`src/rtl/usec_timer_pkg.sv`:
```
package usec_timer_pkg;
  // Strobes handed from control to datapath each cycle
  typedef struct packed {
    logic tick;        // advance the count this edge
    logic captureLow;  // load low byte, snapshot upper bits
    logic serveHigh;   // load held upper bits
  } timerStrobes_t;
endpackage

```
`src/rtl/usec_timer_ctrl.sv`:
```
module usec_timer_ctrl
  import usec_timer_pkg::*;
#(
  parameter int CLK_PER_TICK = 12
) (
  input  logic          clk,
  input  logic          rstN,
  input  logic          rdLowStb,
  input  logic          rdHighStb,
  output timerStrobes_t strb
);
  localparam int PRE_W = (CLK_PER_TICK > 2) ? $clog2(CLK_PER_TICK) : 1;
  localparam logic [PRE_W-1:0] PRE_LAST = PRE_W'(CLK_PER_TICK - 1);

  logic [PRE_W-1:0] preCnt;

  always_ff @(posedge clk or negedge rstN) begin
    if (!rstN) begin
      preCnt <= '0;
    end else if (preCnt == PRE_LAST) begin
      preCnt <= '0;
    end else begin
      preCnt <= preCnt + 1'b1;
    end
  end

  // Low-byte read has priority when both strobes coincide
  always_comb begin
    strb.tick       = (preCnt == PRE_LAST);
    strb.captureLow = rdLowStb;
    strb.serveHigh  = rdHighStb & ~rdLowStb;
  end
endmodule

```
`src/rtl/usec_timer_dp.sv`:
```
module usec_timer_dp
  import usec_timer_pkg::*;
#(
  parameter int CNT_W    = 12,
  parameter int RD_W     = 8,
  parameter int FAST_BIT = 7,
  parameter int SLOW_BIT = 10
) (
  input  logic            clk,
  input  logic            rstN,
  input  timerStrobes_t   strb,
  output logic [RD_W-1:0] rdData,
  output logic            tapFast,
  output logic            tapSlow
);
  localparam int HOLD_W = CNT_W - RD_W;
  localparam int NTAP   = 2;

  logic [CNT_W-1:0]  count;
  logic [HOLD_W-1:0] holdHi;
  logic [NTAP-1:0]   tapNow, tapPrev, tapPulse;

  function automatic int tapBit(input int idx);
    return (idx == 0) ? FAST_BIT : SLOW_BIT;
  endfunction

  always_ff @(posedge clk or negedge rstN) begin
    if (!rstN) begin
      count <= '0;
    end else if (strb.tick) begin
      count <= count + 1'b1;
    end
  end

  always_ff @(posedge clk or negedge rstN) begin
    if (!rstN) begin
      holdHi <= '0;
      rdData <= '0;
    end else if (strb.captureLow) begin
      rdData <= count[RD_W-1:0];
      holdHi <= count[CNT_W-1:RD_W];
    end else if (strb.serveHigh) begin
      rdData <= {{(RD_W-HOLD_W){1'b0}}, holdHi};
    end
  end

  for (genvar t = 0; t < NTAP; t++) begin : g_tap
    assign tapNow[t] = count[tapBit(t)];
    always_ff @(posedge clk or negedge rstN) begin
      if (!rstN) begin
        tapPrev[t] <= 1'b0;
      end else begin
        tapPrev[t] <= tapNow[t];
      end
    end
    assign tapPulse[t] = tapNow[t] & ~tapPrev[t];
  end

  assign tapFast = tapPulse[0];
  assign tapSlow = tapPulse[1];
endmodule

```
`src/rtl/usec_timer.sv`:
```
module usec_timer
  import usec_timer_pkg::*;
#(
  parameter int CLK_PER_TICK = 12,
  parameter int CNT_W        = 12,
  parameter int RD_W         = 8,
  parameter int FAST_BIT     = 7,
  parameter int SLOW_BIT     = 10
) (
  input  logic            clk,
  input  logic            rstN,
  input  logic            rdLowStb,
  input  logic            rdHighStb,
  output logic [RD_W-1:0] rdData,
  output logic            tapFast,
  output logic            tapSlow
);
  timerStrobes_t strb;

  usec_timer_ctrl #(.CLK_PER_TICK(CLK_PER_TICK)) u_ctrl (
    .clk      (clk),
    .rstN     (rstN),
    .rdLowStb (rdLowStb),
    .rdHighStb(rdHighStb),
    .strb     (strb)
  );

  usec_timer_dp #(
    .CNT_W   (CNT_W),
    .RD_W    (RD_W),
    .FAST_BIT(FAST_BIT),
    .SLOW_BIT(SLOW_BIT)
  ) u_dp (
    .clk    (clk),
    .rstN   (rstN),
    .strb   (strb),
    .rdData (rdData),
    .tapFast(tapFast),
    .tapSlow(tapSlow)
  );
endmodule

```
`config.mk`:
```
export PLATFORM = sky130hd
export DESIGN_NAME = usec_timer
export DESIGN_NICKNAME = d
export VERILOG_FILES = /design/src/rtl/usec_timer_pkg.sv /design/src/rtl/usec_timer_ctrl.sv /design/src/rtl/usec_timer_dp.sv /design/src/rtl/usec_timer.sv
export SDC_FILE = /design/constraint.sdc
export NUM_CORES = 1
export LEC_CHECK = 0
export ABC_AREA = 1
export BUFFER_PORTS_ARGS = -buffer_cell sky130_fd_sc_hd__buf_2
export CAP_MARGIN = 20
export CORE_MARGIN = 10
export CORE_UTILIZATION = 50
export CTS_BUF_LIST = sky130_fd_sc_hd__clkbuf_4
export CTS_CLUSTER_DIAMETER = 80
export DETAILED_ROUTE_END_ITERATION = 7
export PLACE_DENSITY_LB_ADDON = 0.12
export SETUP_SLACK_MARGIN = 0.15
export SYNTH_ARGS = -nofsm -noshare
export SYNTH_HDL_FRONTEND = slang
export SYNTH_SLANG_ARGS = --single-unit
```
`constraint.sdc`:
```
create_clock -name clk -period 1.32 [get_ports clk]
set_input_delay 0.396 -clock clk [delete_from_list [all_inputs] [get_ports clk]]
set_output_delay 0.396 -clock clk [all_outputs]
set_load 0.02 [all_outputs]
```
; ---- Yosys cells after proc, flatten, opt, wreduce, memory -nomap -nowiden
; Cells that the tools add are included.
; Widths: inputs -> output; s select.
[word_totals]
register_bits = 30
out_inout_bits = 10
[classes]
n_mux = 3
n_reduce_logical = 1
n_bitwise = 6
n_eq_ne = 1
add_sub_neg = 2
[op_table]
columns = op, n
row1 = $mux 8, 2
row2 = $add 12x1->12 const B, 1
row3 = $add 4x1->4 const B, 1
row4 = $eq 4x4->1 const B, 1
row5 = $mux 4, 1
row6 = $and 1x1->1, 3
row7 = $not 1->1, 3
row8 = $reduce_bool 2->1, 1

; ---- Depth between registers and ports, before layout
; Gate-level depths: netlist of the first run.
[logic_depth]
word_depth = 4
mapped_depth = 8

; ---- Cells and area by module
; From an unflattened synthesis of the first run, not the netlist that was laid out.
[unflattened]
hier_cells = 149
hier_area_um2 = 1327.5
[by_module_without_submodules]
columns = mod, seq_area_each_um2, cells_per_inst, instances, area_each_um2
row1 = usec_timer_dp, 650.6, 124, 1, 1129.8
row2 = usec_timer_ctrl, 100.1, 25, 1, 197.7

; ---- Worst setup path before layout of the first run
; No wires, ideal clock.
[synth_timing]
path_kind = register to register
start = register u_ctrl.preCnt[0]
end = register u_dp.count[6]
setup_ns = 0.121
t_arrival_ns = 1.067
path_stages_with_launch = 6
path_slack_ns = 0.132
path_buffers = 0
cell_sequence = dfrtp_1 -> ha_1 -> nand3_4 -> nor2_4 -> nand2_2 -> xor2_1
[synth_via]
elab_chain_len = 1
[synth_lines]
columns = element, line_no
row1 = start: declaration, usec_timer_ctrl.sv:15  ; logic [PRE_W-1:0] preCnt;
row2 = start signal: assignment, usec_timer_ctrl.sv:23  ; preCnt <= preCnt + 1'b1;
row3 = $eq 4x4->1, usec_timer_ctrl.sv:29  ; strb.tick = (preCnt == PRE_LAST);
row4 = end signal: assignment, usec_timer_dp.sv:31  ; count <= count + 1'b1;
row5 = end: declaration, usec_timer_dp.sv:19  ; logic [CNT_W-1:0] count;
; Every way passes these cells.
; A chain may end at the register's enable or synchronous reset.

; ---- Final worst setup path of the first run
[layout_timing]
start = register u_dp.count[10]
end = output tapSlow
[layout_via]
elab_chain_len = 1
[layout_lines]
columns = element, line_no
row1 = $and 1x1->1, usec_timer_dp.sv:56  ; assign tapPulse[t] = tapNow[t] & ~tapPrev[t];
row2 = end: declaration, usec_timer.sv:16  ; output logic tapSlow
; Every way passes these cells.

==> impl_metrics.env, run 1 <==
export IMPL_path_cells="inv_2 -> nor2_4 -> buf_6"
export IMPL_grt_pass1_wl_mm=4.48
export IMPL_holdBufCountCts=0
export IMPL_yosysTopAreaCell="dfrtp_1"
export IMPL_rrSetupSlack_ns=0.07
export IMPL_drt_initial_drc_count=74
export IMPL_max_freq_mhz=726
export IMPL_clockBufferDepth=2
export IMPL_syn_avg_cell_area_um2=9.89
export IMPL_seqPwrFrac_pct=60.9
export IMPL_p_per_area_nw_per_um2=875
export IMPL_syn_nets=137
export IMPL_layout_drive_gt1_share_pct=40.1
export IMPL_n_antenna_cell=0
export IMPL_clockRootBuffer="clkbuf_4"
export IMPL_gp_congestion=0.848
export IMPL_violations="negative setup slack"
export IMPL_maxSlewHeadroom_pct=74.9
export IMPL_htree_levels=2
export IMPL_routedWlPerCell_um=12.7
export IMPL_synth_cell_types=24
export IMPL_yosys_warnings=0
export IMPL_vias=978
export IMPL_nNetsFinal=178
export IMPL_finalSetupViolCount=2
export IMPL_initial_core_util_pct=52.3
export IMPL_antenna_found_initial=0
export IMPL_period_needed_ns=1.38
export IMPL_critical_path_slowest_cell="dfrtp_1"
export IMPL_vias_per_cell=4.84
export IMPL_slew_violations=0
export IMPL_cts_tree="built"
export IMPL_final_cell_mix="31 x nand2_1, 30 x dfrtp_1, 22 x buf_4"
export IMPL_stdcell_count=202
export IMPL_reg2reg_depth=5
export IMPL_p_total_uw=1520
export IMPL_crit_type="register to primary output"
export IMPL_synth_area_top_cells="dfrtp_1 58%, nand2_1 9.6%, xor2_1 3.4%"
export IMPL_ir_drop_mv=0.700
export IMPL_rsz0062_at_grt="true"
export IMPL_crit_fanout=2
export IMPL_min_period_over_period_pct=104
export IMPL_r2r_end="u_dp.count[6]"
export IMPL_first_global_vias=998
export IMPL_die_area_um2=5030
export IMPL_maxCapViolCount=0
export IMPL_wl_mm=2.57
export IMPL_port_buffers=13
export IMPL_switching_share_pct=22.0
export IMPL_synthToLayoutAreaGrowth_pct=33.9
export IMPL_groute_usage_overall_pct=10.8
export IMPL_status="finished, violations left"
export IMPL_clock_sink_count=30
export IMPL_numCtsBuffers=5
export IMPL_die_x_um=70.9
export IMPL_reg2reg_from="u_ctrl.preCnt[1]"
export IMPL_hpwlAfterDp_mm=1.66
export IMPL_path_clk_slew_ns=0.09
export IMPL_die_y_um=70.9
export IMPL_rows=18
export IMPL_overflow=0
export IMPL_drtAntennaViolNets=0
export IMPL_final_common_cell="nand2_1"
export IMPL_p_clk_share_pct=34.9
export IMPL_place_inst=174
export IMPL_core_area_um2=2480
export IMPL_clock_latency_ns=0.33
export IMPL_end_kind="primary output"
export IMPL_ys_ff_latch=30
export IMPL_max_slew_worst_pin_slew_ns=0.376
export IMPL_grt_max_degree=31
export IMPL_p_leak_uw=0.000876
export IMPL_slowest_delay_ns=0.38
export IMPL_syn_area_um2=1300
export IMPL_required_ns=0.92
export IMPL_arrival_ns=0.98
export IMPL_drcViolationCount=0
export IMPL_syn_inst=131
export IMPL_ys_seq_area_share_pct=57.9
export IMPL_io_pins=14
export IMPL_min_path_type="input port to asynchronous set/reset pin"
export IMPL_synth_top_area_share_pct=57.9
export IMPL_power_frac_comb_pct=4.2
export IMPL_internal_power_uw=1190
export IMPL_fin_worst_skew_ns=0.00555
export IMPL_p_sw_uw=333
export IMPL_cp_start_kind="register"
export IMPL_hold_viol_final=0
export IMPL_fin_ws_ns=-0.0578
export IMPL_first_pass_iters=4
## state kept, by name, summed over array words and instances (netlist names)
register       count
u_dp.count        12
u_ctrl.preCnt      4
u_dp.rdData        8
u_dp.tapPrev       2
u_dp.holdHi        4
## worst max-delay path by stage
| stage | from | to | slack (ns) | cells after the start |
|---|---|---|---|---|
| after global placement | u_ctrl.preCnt[0] | u_dp.count[6] | 0.10 | 5 |
| after detailed placement | u_ctrl.preCnt[0] | u_dp.count[6] | 0.07 | 5 |
| after floorplan | u_ctrl.preCnt[0] | u_dp.count[6] | 0.17 | 5 |
| after global routing | u_dp.count[10] | tapSlow | -0.11 | 3 |
| final | u_dp.count[10] | tapSlow | -0.06 | 3 |
| after CTS | u_dp.count[10] | tapSlow | -0.06 | 3 |
## cells in the mapped netlist
| cell | count |
|---|---|
| ha_1 | 2 |
| nand3_2 | 2 |
| xor2_1 | 5 |
| or2_2 | 1 |
| o21ai_1 | 5 |
| xnor2_1 | 2 |
| o211ai_1 | 3 |
| nor2_4 | 1 |
| nor2_8 | 1 |
| a22oi_1 | 1 |
| a21oi_1 | 1 |
| a22o_1 | 1 |
| nand3_4 | 1 |
| dfrtp_1 | 30 |
| inv_2 | 4 |
| nand4_1 | 3 |
| nand3_1 | 7 |
| nor2_1 | 7 |
| buf_2 | 2 |
| o21ai_0 | 4 |
| nand2_2 | 3 |
| inv_1 | 11 |
| nor2_2 | 1 |
| nand2_1 | 33 |
## cells by family (layout without fill, tap and decap cells)
group	Yosys count	count (layout)	share of synthesized area, %
flip-flops	30	30	57.9
adder cells (fa/ha/maj)	2	2	1.93
AND/OR/NAND/NOR	60	60	23.5
XOR/XNOR	7	7	4.73
AO/OA/AOI/OAI	15	15	6.85
buffers and inverters	17	58	5.12
## through the flow
stage          worst slack (ns)  cell area (µm²)  TNS, ns  hold WS [ns]  util [%]
2_1_floorplan             0.169             1310        0         0.100         -
3_3_place_gp              0.102             1420        0         0.392      57.2
3_5_place_dp             0.0706             1420        0         0.400      57.2
4_1_cts                 -0.0551             1640   -0.103        0.0654      66.1
5_1_grt                  -0.109             1740   -0.201        0.0778      70.1
6_report                -0.0578             1740  -0.0894        0.0580      70.1
## layer usage
layer | vias up | routed length, µm | global-route usage, %
li1 | 500 | - | -
met1 | 450 | 1130 | 12.3
met2 | 21 | 1220 | 17.1
met3 | 7 | 157 | 4.32
met4 | 0 | 57 | 5.81
met5 | - | 0 | 0
## repair_timing
item	4_1_cts	5_1_grt
endpoints found under the setup margin	17	20
gates resized for setup	23	12
pin swaps	6	5
buffers inserted	13	8
## worst max-delay path, delay by kind of cell, from the launching register on
family	cells	cell delay [ns]
buffers and inverters	2	0.18
DFF	1	0.38
and+or+nand+nor	1	0.10
## final cells by class
type	count	area, µm²
clock buffers	7	52.6
fillers	192	742
inverters	15	58.8
multi-input cells	84	532
flip-flops and latches	30	751
well taps	30	37.5
repair buffers	36	304
## power by group through the flow
stage	sequential, µW	clock, µW	combinational, µW
after detailed placement	942	0	55.7
after CTS	925	556	65.1
final	925	530	63.3
after floorplan	949	0	13.7
after global routing	926	593	70.0
after global placement	942	0	55.3
Power figures use the tool's default switching activity.
==> run 2, diff against run 1 <==
--- a/config.mk
+++ b/config.mk
@@ -18,3 +18,4 @@
 export SYNTH_ARGS = -nofsm -noshare
 export SYNTH_HDL_FRONTEND = slang
 export SYNTH_SLANG_ARGS = --single-unit
+export TNS_END_PERCENT = 1
==> run 2 against run 1 <==
The flow still finishes with violations (negative setup slack). Sequential share of layout area rose by 4.0 points. Wire length fell by 6.5%. Sequential power barely moved. Critical path depth did not move. Worst setup slack improved by 0.0095 ns. Final area fell by 8.3%. Non-clock buffer count fell by 17. First-iteration DRC count rose by 28%. Utilization fell by 5.8 points. Hold slack got worse by 0.0015 ns. Clock-buffer cell count did not move.
==> impl_metrics.env, run 2 (same netlist as run 1, synthesis figures left out) <==
export IMPL_clock_latency_ns=0.33
export IMPL_groute_usage_overall_pct=10.6
export IMPL_clockRootBuffer="clkbuf_4"
export IMPL_maxSlewHeadroom_pct=74.7
export IMPL_wl_met1_mm=1.08
export IMPL_maxCapViolCount=0
export IMPL_rows=18
export IMPL_path_clk_slew_ns=0.08
export IMPL_numCtsBuffers=5
export IMPL_reg_top3="u_dp.count x12, u_dp.rdData x8"
export IMPL_vias=934
export IMPL_first_global_vias=963
export IMPL_wl_mm=2.40
export IMPL_highest_layer="met4"
export IMPL_p_leak_uw=0.000781
export IMPL_placed_area_um2=1420
export IMPL_min_path_type="input port to asynchronous set/reset pin"
export IMPL_cts_tree="built"
export IMPL_slew_violations=0
export IMPL_final_cell_mix="32 x nand2_1, 29 x dfrtp_1, 9 x inv_1, 9 x buf_6"
export IMPL_first_pass_iters=4
export IMPL_min_period_over_period_pct=104
export IMPL_crit_fanout=2
export IMPL_synthToLayoutAreaGrowth_pct=22.8
export IMPL_n_antenna_cell=0
export IMPL_internal_power_uw=1180
export IMPL_period_needed_ns=1.37
export IMPL_arrival_ns=0.97
export IMPL_place_inst=174
export IMPL_layout_drive_gt1_share_pct=32.9
export IMPL_violations="negative setup slack"
export IMPL_seqPwrFrac_pct=61.1
export IMPL_final_area_um2=1590
export IMPL_largest_register_ffs=12
export IMPL_drtAntennaViolNets=0
export IMPL_gp_congestion=0.848
export IMPL_slowest_delay_ns=0.37
export IMPL_hold_viol_final=0
export IMPL_grt_max_degree=31
export IMPL_vias_per_cell=5.05
export IMPL_reg2reg_depth=5
export IMPL_holdBufCountCts=0
export IMPL_p_per_area_nw_per_um2=951
export IMPL_clock_sink_count=30
export IMPL_fin_ws_ns=-0.0483
export IMPL_drt_initial_drc_count=95
export IMPL_wl_met2_mm=1.13
export IMPL_switching_share_pct=21.9
export IMPL_status="finished, violations left"
export IMPL_io_pins=14
export IMPL_cp_start_kind="register"
export IMPL_finalSetupViolCount=2
export IMPL_overflow=0
export IMPL_routedWlPerCell_um=13.0
export IMPL_core_area_um2=2480
export IMPL_rrSetupSlack_ns=0.03
export IMPL_max_freq_mhz=731
export IMPL_fin_worst_skew_ns=0.00397
export IMPL_path_cells="inv_2 -> nor2_4 -> buf_6"
export IMPL_die_area_um2=5030
export IMPL_port_buffers=13
export IMPL_power_frac_comb_pct=3.9
export IMPL_htree_levels=2
export IMPL_drcViolationCount=0
export IMPL_grt_pass1_wl_mm=4.34
export IMPL_die_x_um=70.9
export IMPL_initial_core_util_pct=52.3
export IMPL_crit_type="register to primary output"
export IMPL_required_ns=0.92
export IMPL_wl_met3_um=128
export IMPL_die_y_um=70.9
export IMPL_clockBufferDepth=2
export IMPL_p_sw_uw=332
export IMPL_p_clk_share_pct=35.0
export IMPL_rsz0062_at_grt="true"
export IMPL_hpwlAfterDp_mm=1.66
export IMPL_ir_drop_mv=0.710
export IMPL_end_kind="primary output"
export IMPL_critical_path_slowest_cell="dfrtp_1"
export IMPL_largest_register="u_dp.count"
export IMPL_final_common_cell="nand2_1"
export IMPL_max_slew_worst_pin_slew_ns=0.380
export IMPL_nNetsFinal=161
export IMPL_place_ws_ns=0.0706
export IMPL_stdcell_count=185
export IMPL_antenna_found_initial=0
[run 2: cell count changes in the layout (fill, tap and decap cells not counted), moves of 2 or more]
cell    before  now
buf_4       22    7
nor2_2       3    1
buf_6       11    9
nor2_1       3    6
[run 2: layer usage]
layer / up-vias / global-route usage [%]
met4: 0 / 5.81
met3: 8 / 4.32
met1: 439 / 12.1
li1: 472 / -
met2: 15 / 16.4
met5: - / 0
[run 2: final cells by class]
type,instances,area [µm²]
clock buffers,7,52.6
fillers,210,886
well taps,30,37.5
inverters,15,56.3
flip-flops and latches,30,752
multi-input cells,84,524
repair buffers,19,169
[run 2: final timing paths]
check | start | end
worst max-delay path | u_dp.count[10] | tapSlow
worst min-delay path | rstN | u_ctrl.preCnt[2]
worst max register to register | u_dp.count[1] | u_dp.count[6]
worst min register to register | u_dp.holdHi[1] | u_dp.holdHi[1]
max in group asynchronous | rstN | u_dp.count[0]
min in group clk | rdLowStb | u_dp.rdData[2]
[run 2: worst max-delay path, delay by kind of cell, from the launching register on]
family / cells / cell delay, ns
flops: 1 / 0.37
simple gates: 1 / 0.10
buf+inv: 2 / 0.18
[run 2: timing repair]
action / in CTS / in global routing
pin swaps: 14 / 11
cloned: 0 / 0
hold endpoints to repair: 0 / 0
setup buffers: 4 / 0
resized for setup: 25 / 5
setup endpoints to repair: 17 / 21
[run 2: metrics by stage]
step                      setup TNS, ns  util (%)  power [µW]  hold slack, ns
final                           -0.0803      64.2        1510          0.0565
after global routing             -0.274      64.2        1580          0.0779
after CTS                        -0.103      63.6        1540          0.0654
after detailed placement              0      57.2         998           0.400
after global placement                0      57.2         998           0.392
after floorplan                       0         -         962           0.100
[run 2: power groups by stage]
stage          logic [µW]  registers (µW)  clock network [µW]
2_1_floorplan        13.7             949                   0
3_3_place_gp         55.3             942                   0
3_5_place_dp         55.7             942                   0
4_1_cts              60.8             925                 556
5_1_grt              66.6             926                 592
6_report             59.1             925                 529
